### src/rtl/txq_pkg.sv
package txq_pkg;
    typedef struct packed {
        logic [15:0] idx;
        logic [2:0]  tag;
    } txq_item_t;

    typedef struct packed {
        logic [15:0] idx;
        logic [7:0]  chan;
        logic        prio;
        logic        revive;
        logic [2:0]  tag;
    } txq_fields_t;

    typedef enum logic [1:0] {
        S_IDLE   = 2'd0,
        S_SELECT = 2'd1,
        S_GRANT  = 2'd2
    } txq_state_e;
endpackage

### src/rtl/txq_entry_decode.sv
module txq_entry_decode
    import txq_pkg::*;
#(
    parameter int NUM_CH = 4
) (
    input  logic [31:0] word,
    output txq_fields_t fields,
    output logic        in_range
);
    logic unused_hi;

    always_comb begin
        fields.idx    = word[15:0];
        fields.chan   = word[23:16];
        fields.prio   = word[24];
        fields.revive = word[25];
        fields.tag    = word[28:26];
        in_range      = ({24'd0, word[23:16]} < 32'(NUM_CH));
    end

    assign unused_hi = ^word[31:29];
endmodule

### src/rtl/txq_fifo.sv
module txq_fifo #(
    parameter int W     = 19,
    parameter int DEPTH = 4
) (
    input  logic         clk,
    input  logic         rst_n,
    input  logic         push,
    input  logic [W-1:0] din,
    input  logic         pop,
    output logic [W-1:0] head,
    output logic         empty,
    output logic         full
);
    localparam int AW = (DEPTH > 1) ? $clog2(DEPTH) : 1;
    localparam int CW = AW + 1;

    logic [W-1:0]  mem [DEPTH];
    logic [AW-1:0] wr_ptr, rd_ptr;
    logic [CW-1:0] cnt;
    logic          do_push, do_pop;

    assign empty   = (cnt == '0);
    assign full    = (cnt == CW'(DEPTH));
    assign do_push = push && !full;
    assign do_pop  = pop && !empty;
    assign head    = mem[rd_ptr];

    always_ff @(posedge clk) begin
        if (do_push) mem[wr_ptr] <= din;
    end

    always_ff @(posedge clk) begin
        if (!rst_n) begin
            wr_ptr <= '0;
            rd_ptr <= '0;
            cnt    <= '0;
        end else begin
            if (do_push) wr_ptr <= (wr_ptr == AW'(DEPTH - 1)) ? '0 : wr_ptr + 1'b1;
            if (do_pop)  rd_ptr <= (rd_ptr == AW'(DEPTH - 1)) ? '0 : rd_ptr + 1'b1;
            cnt <= cnt + CW'(do_push) - CW'(do_pop);
        end
    end
endmodule

### src/rtl/txq_sched.sv
module txq_sched
    import txq_pkg::*;
#(
    parameter int NUM_CH = 4,
    parameter int DEPTH  = 4,
    localparam int CHW   = (NUM_CH > 1) ? $clog2(NUM_CH) : 1
) (
    input  logic              clk,
    input  logic              rst_n,
    input  logic [31:0]       base_addr,
    input  logic              entry_valid,
    input  logic [31:0]       entry_data,
    input  logic [NUM_CH-1:0] err_disable,
    input  logic              req_valid,
    input  logic [CHW-1:0]    req_chan,
    output logic              req_ready,
    output logic              grant_valid,
    input  logic              grant_ready,
    output logic [31:0]       grant_addr,
    output logic [15:0]       grant_index,
    output logic [7:0]        grant_chan,
    output logic [2:0]        grant_status,
    output logic              grant_prio,
    output logic              req_none,
    output logic [NUM_CH-1:0] chan_enable,
    output logic [NUM_CH-1:0] overflow
);
    localparam int IW = $bits(txq_item_t);

    txq_fields_t f;
    logic        f_ok;
    txq_item_t   new_item;

    txq_entry_decode #(.NUM_CH(NUM_CH)) u_dec (
        .word(entry_data), .fields(f), .in_range(f_ok)
    );
    assign new_item = '{idx: f.idx, tag: f.tag};

    logic [NUM_CH-1:0] hit, push_p, push_n, pop_p, pop_n;
    logic [NUM_CH-1:0] empty_p, empty_n, full_p, full_n;
    txq_item_t         head_p [NUM_CH];
    txq_item_t         head_n [NUM_CH];

    txq_state_e      state, state_nx;
    logic [CHW-1:0]  sel_ch;
    logic            sel_ok, take_p, take_n;
    txq_item_t       g_item;

    for (genvar c = 0; c < NUM_CH; c++) begin : g_ch
        assign hit[c]    = entry_valid && f_ok && (f.chan == 8'(c));
        assign push_p[c] = hit[c] && f.prio;
        assign push_n[c] = hit[c] && !f.prio;
        assign pop_p[c]  = take_p && (sel_ch == CHW'(c));
        assign pop_n[c]  = take_n && (sel_ch == CHW'(c));

        txq_fifo #(.W(IW), .DEPTH(DEPTH)) u_urgent (
            .clk(clk), .rst_n(rst_n), .push(push_p[c]), .din(new_item),
            .pop(pop_p[c]), .head(head_p[c]), .empty(empty_p[c]), .full(full_p[c])
        );
        txq_fifo #(.W(IW), .DEPTH(DEPTH)) u_regular (
            .clk(clk), .rst_n(rst_n), .push(push_n[c]), .din(new_item),
            .pop(pop_n[c]), .head(head_n[c]), .empty(empty_n[c]), .full(full_n[c])
        );

        always_ff @(posedge clk) begin
            if (!rst_n) begin
                chan_enable[c] <= 1'b1;
                overflow[c]    <= 1'b0;
            end else begin
                if (hit[c] && f.revive)   chan_enable[c] <= 1'b1;
                else if (err_disable[c])  chan_enable[c] <= 1'b0;
                if ((push_p[c] && full_p[c]) || (push_n[c] && full_n[c]))
                    overflow[c] <= 1'b1;
            end
        end
    end

    // Selection in S_SELECT: urgent first, regular next, nothing if out of service
    assign sel_ok = (32'(sel_ch) < 32'(NUM_CH)) && chan_enable[sel_ch];
    assign take_p = (state == S_SELECT) && sel_ok && !empty_p[sel_ch];
    assign take_n = (state == S_SELECT) && sel_ok && empty_p[sel_ch] && !empty_n[sel_ch];

    always_ff @(posedge clk) begin
        if (!rst_n) state <= S_IDLE;
        else        state <= state_nx;
    end

    always_comb begin
        state_nx = state;
        unique case (state)
            S_IDLE:   if (req_valid) state_nx = S_SELECT;
            S_SELECT: state_nx = (take_p || take_n) ? S_GRANT : S_IDLE;
            S_GRANT:  if (grant_ready) state_nx = S_IDLE;
            default:  state_nx = S_IDLE;
        endcase
    end

    always_ff @(posedge clk) begin
        if (!rst_n) begin
            sel_ch     <= '0;
            g_item     <= '0;
            grant_prio <= 1'b0;
            req_none   <= 1'b0;
        end else begin
            req_none <= 1'b0;
            unique case (state)
                S_IDLE:   if (req_valid) sel_ch <= req_chan;
                S_SELECT: begin
                    if (take_p) begin
                        g_item     <= head_p[sel_ch];
                        grant_prio <= 1'b1;
                    end else if (take_n) begin
                        g_item     <= head_n[sel_ch];
                        grant_prio <= 1'b0;
                    end else begin
                        req_none   <= 1'b1;
                    end
                end
                S_GRANT:  ;
                default:  ;
            endcase
        end
    end

    assign req_ready    = (state == S_IDLE);
    assign grant_valid  = (state == S_GRANT);
    assign grant_index  = g_item.idx;
    assign grant_status = g_item.tag;
    assign grant_chan   = 8'(sel_ch);
    assign grant_addr   = base_addr + {12'd0, g_item.idx, 4'd0};
endmodule

### config.mk
export PLATFORM = sky130hd
export DESIGN_NAME = txq_sched
export DESIGN_NICKNAME = d
export VERILOG_FILES = /design/src/rtl/txq_pkg.sv /design/src/rtl/txq_entry_decode.sv /design/src/rtl/txq_fifo.sv /design/src/rtl/txq_sched.sv
export SDC_FILE = /design/constraint.sdc
export NUM_CORES = 1
export LEC_CHECK = 0
export ABC_AREA = 1
export BUFFER_PORTS_ARGS = -buffer_cell sky130_fd_sc_hd__buf_2
export CAP_MARGIN = 10
export CORE_MARGIN = 10
export CORE_UTILIZATION = 55
export CTS_BUF_LIST = sky130_fd_sc_hd__clkbuf_4
export DETAILED_ROUTE_END_ITERATION = 8
export GPL_TIMING_DRIVEN = 0
export PLACE_DENSITY = 0.77
export SYNTH_ARGS = -nofsm -noshare
export SYNTH_HDL_FRONTEND = slang
export SYNTH_SLANG_ARGS = --single-unit
export TNS_END_PERCENT = 1
### constraint.sdc
create_clock -name clk -period 6.6 [get_ports clk]
set_input_delay 0.33 -clock clk [delete_from_list [all_inputs] [get_ports clk]]
set_output_delay 0.33 -clock clk [all_outputs]
set_load 0.03 [all_outputs]
==> results.ini <==
[outcome]
status = finished, final reports clean

[layout]
nets = 3562
syn2layout_area_growth_pct = 15.8
fin_util = 0.646
drive_gt1_frac = 0.149
fill_cells = 4209
fin_cells = 4301

[drt]
routed_wl_um = 85400
drtAntennaViolNets = 0
routed-via-count = 23864
dr.pass1.iters = 6
drtIter0Drc = 2524
post_drt_wl_per_cell_um = 19.9
vias_per_cell = 5.55
drc_errors = 0

[clock_network]
holdBufCountCts = 47
cts_setup_buffers = 0
cts_inserted_buffers = 174
cts_sinks = 713
cts-resized-gates = 0
clock_path_buffers = 3
tritoncts = yes
clk_latency_ns = 1.04
h-tree-depth = 4
clk_pin_slew_ns = 0.07
cts-root-buf = clkbuf_4

[power_and_ir_drop]
peakVddDrop_v = 0.000155
p_leak_uw = 0.0144
p_per_area_nw_per_um2 = 263

[critical_path]
timing.rr.end = g_ch[2].u_regular.cnt[2]
arrival_ns = 4.50
reg2regPathDepth = 15
rrSetupSlack_ns = 3.03
cp.required_ns = 7.53
r2r_start = sel_ch[1]
criticalPathCategory = flip-flop to flip-flop
setup.worst_path.start_class = flip-flop
end_kind = flip-flop
crit_start = sel_ch[1]
worstSetupEndpoint = g_ch[2].u_regular.cnt[2]
worstPathMaxFanout = 9

[sta]
relSlewSlack = 0.163
timing.final.crit_share = 0.541
rsz0062_at_grt = no
fmax_mhz = 280
worst_pin_slew_ns = 1.25
finalCriticalPeriod_ns = 3.57
setup_violations = 0
clock_skew_ns = 0.0438
fin_setup_tns_ns = 0
finalHoldViolCount = 0
slew_viol_final = 0

[flow_run]
cap_violations = 0

[placed_design]
place_hpwl_um = 57200
io_buffers = 132
dp_cells = 3932
gp_congestion = 0.958

[yosys]
synth_seq_cells = 713
avgSynthCellArea_sq_um = 10.2
yosysUniqueCellTypes = 35
syn_inst = 3023
ys_seq_area_frac = 0.658
synth_warnings = 0
synth.top_cell.area_share = 0.590
yosysTopAreaCell = edfxtp_1
ys_top_cells_by_area = edfxtp_1 (59%), nand2_1 (11%), nand3_1 (8.3%), dfxtp_1 (6.8%), inv_1 (2.9%)
syn-cell-area_sq_um = 30900

[floorplan]
initial_core_util = 0.558
die-area_sq_um = 66200
die_h_um = 257
core_region_area_sq_um = 55400
io_pins = 146
row_count = 86
fp.dieW_um = 257

[global_routing]
grt_pass1_vias = 23678
grt_max_degree = 33
grt_pass1_wl_um = 129000
globalRouteOverflowTotal = 0
antenna_found_initial = 3
grt_usage = 0.254

[worst_hold_path]
hold_class = input port to flip-flop

[cells in the mapped netlist (all sizes together)]
cell type	count
inv	245
o21ai	52
o211ai	5
nand4	28
and2	1
nor4	5
a21boi	1
nand3	516
xor2	14
nand2	950
buf	56
edfxtp	608
clkbuf	80
o21a	3
ha	71
clkinv	9
a21oi	41
dfxtp	105
fa	9
o21bai	1
a21o	1
nor3	5
xnor2	3
conb	1
nand3b	6
nor2	201
or2	6
[per-stage QoR]
stage	instance area (sq um)	total power (uW)	hold slack (ns)	setup slack, ns
2_1_floorplan	31000	5380	0.429	3.87
3_3_place_gp	32600	5650	0.467	3.01
3_5_place_dp	33000	5670	0.495	3.22
4_1_cts	35800	9430	0.0110	3.07
5_1_grt	35800	9740	0.0777	2.93
6_report	35800	9410	0.109	3.03
[metal layers]
layer	GRT usage	up-vias	routed length, um
met2	0.430	1231	41900
met4	0.126	6	3920
met3	0.0700	243	7760
li1	-	11069	-
met5	0	-	36
met1	0.293	11315	31800
[layout by cell type (no fill, tap or decap), types with 6 or more instances in the layout]
cell,Yosys,routed
a21oi_1,41,41
buf_1,30,30
buf_2,15,147
buf_4,11,11
buf_8,0,24
clkbuf_1,80,80
clkbuf_4,0,268
clkinv_1,9,40
conb_1,1,6
dfxtp_1,105,105
dlygate4sd3_1,0,47
edfxtp_1,608,608
fa_1,9,9
ha_1,71,71
inv_1,239,239
inv_2,6,14
nand2_1,948,948
nand3_1,516,516
nand3b_1,6,6
nand4_1,28,28
nor2_1,192,160
nor2_2,5,37
o21ai_0,29,29
o21ai_1,23,23
or2_2,6,6
xor2_1,14,14
[registers in the layout, summed over array words and instances, names as in the netlist, 12 cells and up, named ones only]
name and cells:
grant_index 16, g_ch.u_urgent.mem 304, g_ch.u_regular.mem 304, g_ch.u_regular.cnt 12, g_ch.u_urgent.cnt 12
[final cells by class]
| cell class | count | area, sq um | share of cell area |
|---|---|---|---|
| Antenna cell | 5 | 12.5 | 0.000349 |
| Buffer | 136 | 571 | 0.0159 |
| Clock buffer | 268 | 2010 | 0.0562 |
| Clock inverter | 49 | 325 | 0.00908 |
| Inverter | 254 | 953 | 0.0266 |
| Multi-Input combinational cell | 1925 | 9160 | 0.256 |
| Sequential cell | 713 | 20400 | 0.568 |
| Tap cell | 748 | 936 | 0.0261 |
| Timing Repair Buffer | 203 | 1490 | 0.0416 |
[power breakdown]
part           switching [uW]  internal, uW
clock network            1760          2040
logic                     514           179
registers                19.7          4900
total                    2290          7120
[worst max-delay path, stage by stage, from the launching register on]
cell     delay, ns
dfxtp_1       0.31
buf_2         0.18
nor2_4        0.44
nand2_1       0.11
nand2_1       0.10
o21ai_0       0.21
nor2_4        0.35
nand2_1       0.25
nor2_2        0.31
ha_1          0.30
inv_1         0.06
ha_1          0.14
inv_1         0.05
fa_1          0.40
o21ai_0       0.21
a21oi_1       0.06
[worst min-delay path by stage]
stage	start	endpoint	cells past startpoint
after floorplan	entry_data[26]	g_ch[0].u_regular.mem[0][0]	0
after global placement	g_ch[3].u_regular.rd_ptr[1]	g_ch[3].u_regular.rd_ptr[1]	2
after detailed placement	g_ch[1].u_regular.rd_ptr[1]	flip-flop	2
after CTS	entry_data[21]	g_ch[1].u_urgent.wr_ptr[0]	6
after global routing	entry_data[18]	g_ch[1].u_urgent.wr_ptr[0]	6
final	entry_data[18]	g_ch[3].u_regular.wr_ptr[1]	6
[cells by family after synthesis]
logic type,after synthesis,synth area share
and+or+nand+nor,1718,0.236
DFF,713,0.658
buffers and inverters,390,0.0492
AOI/OAI and AO/OA,104,0.0177
adders and majority gates,80,0.0345
xor gates and xnor gates,17,0.00481
other,1,0.000121
No activity file was read; power rests on OpenSTA's default activity.
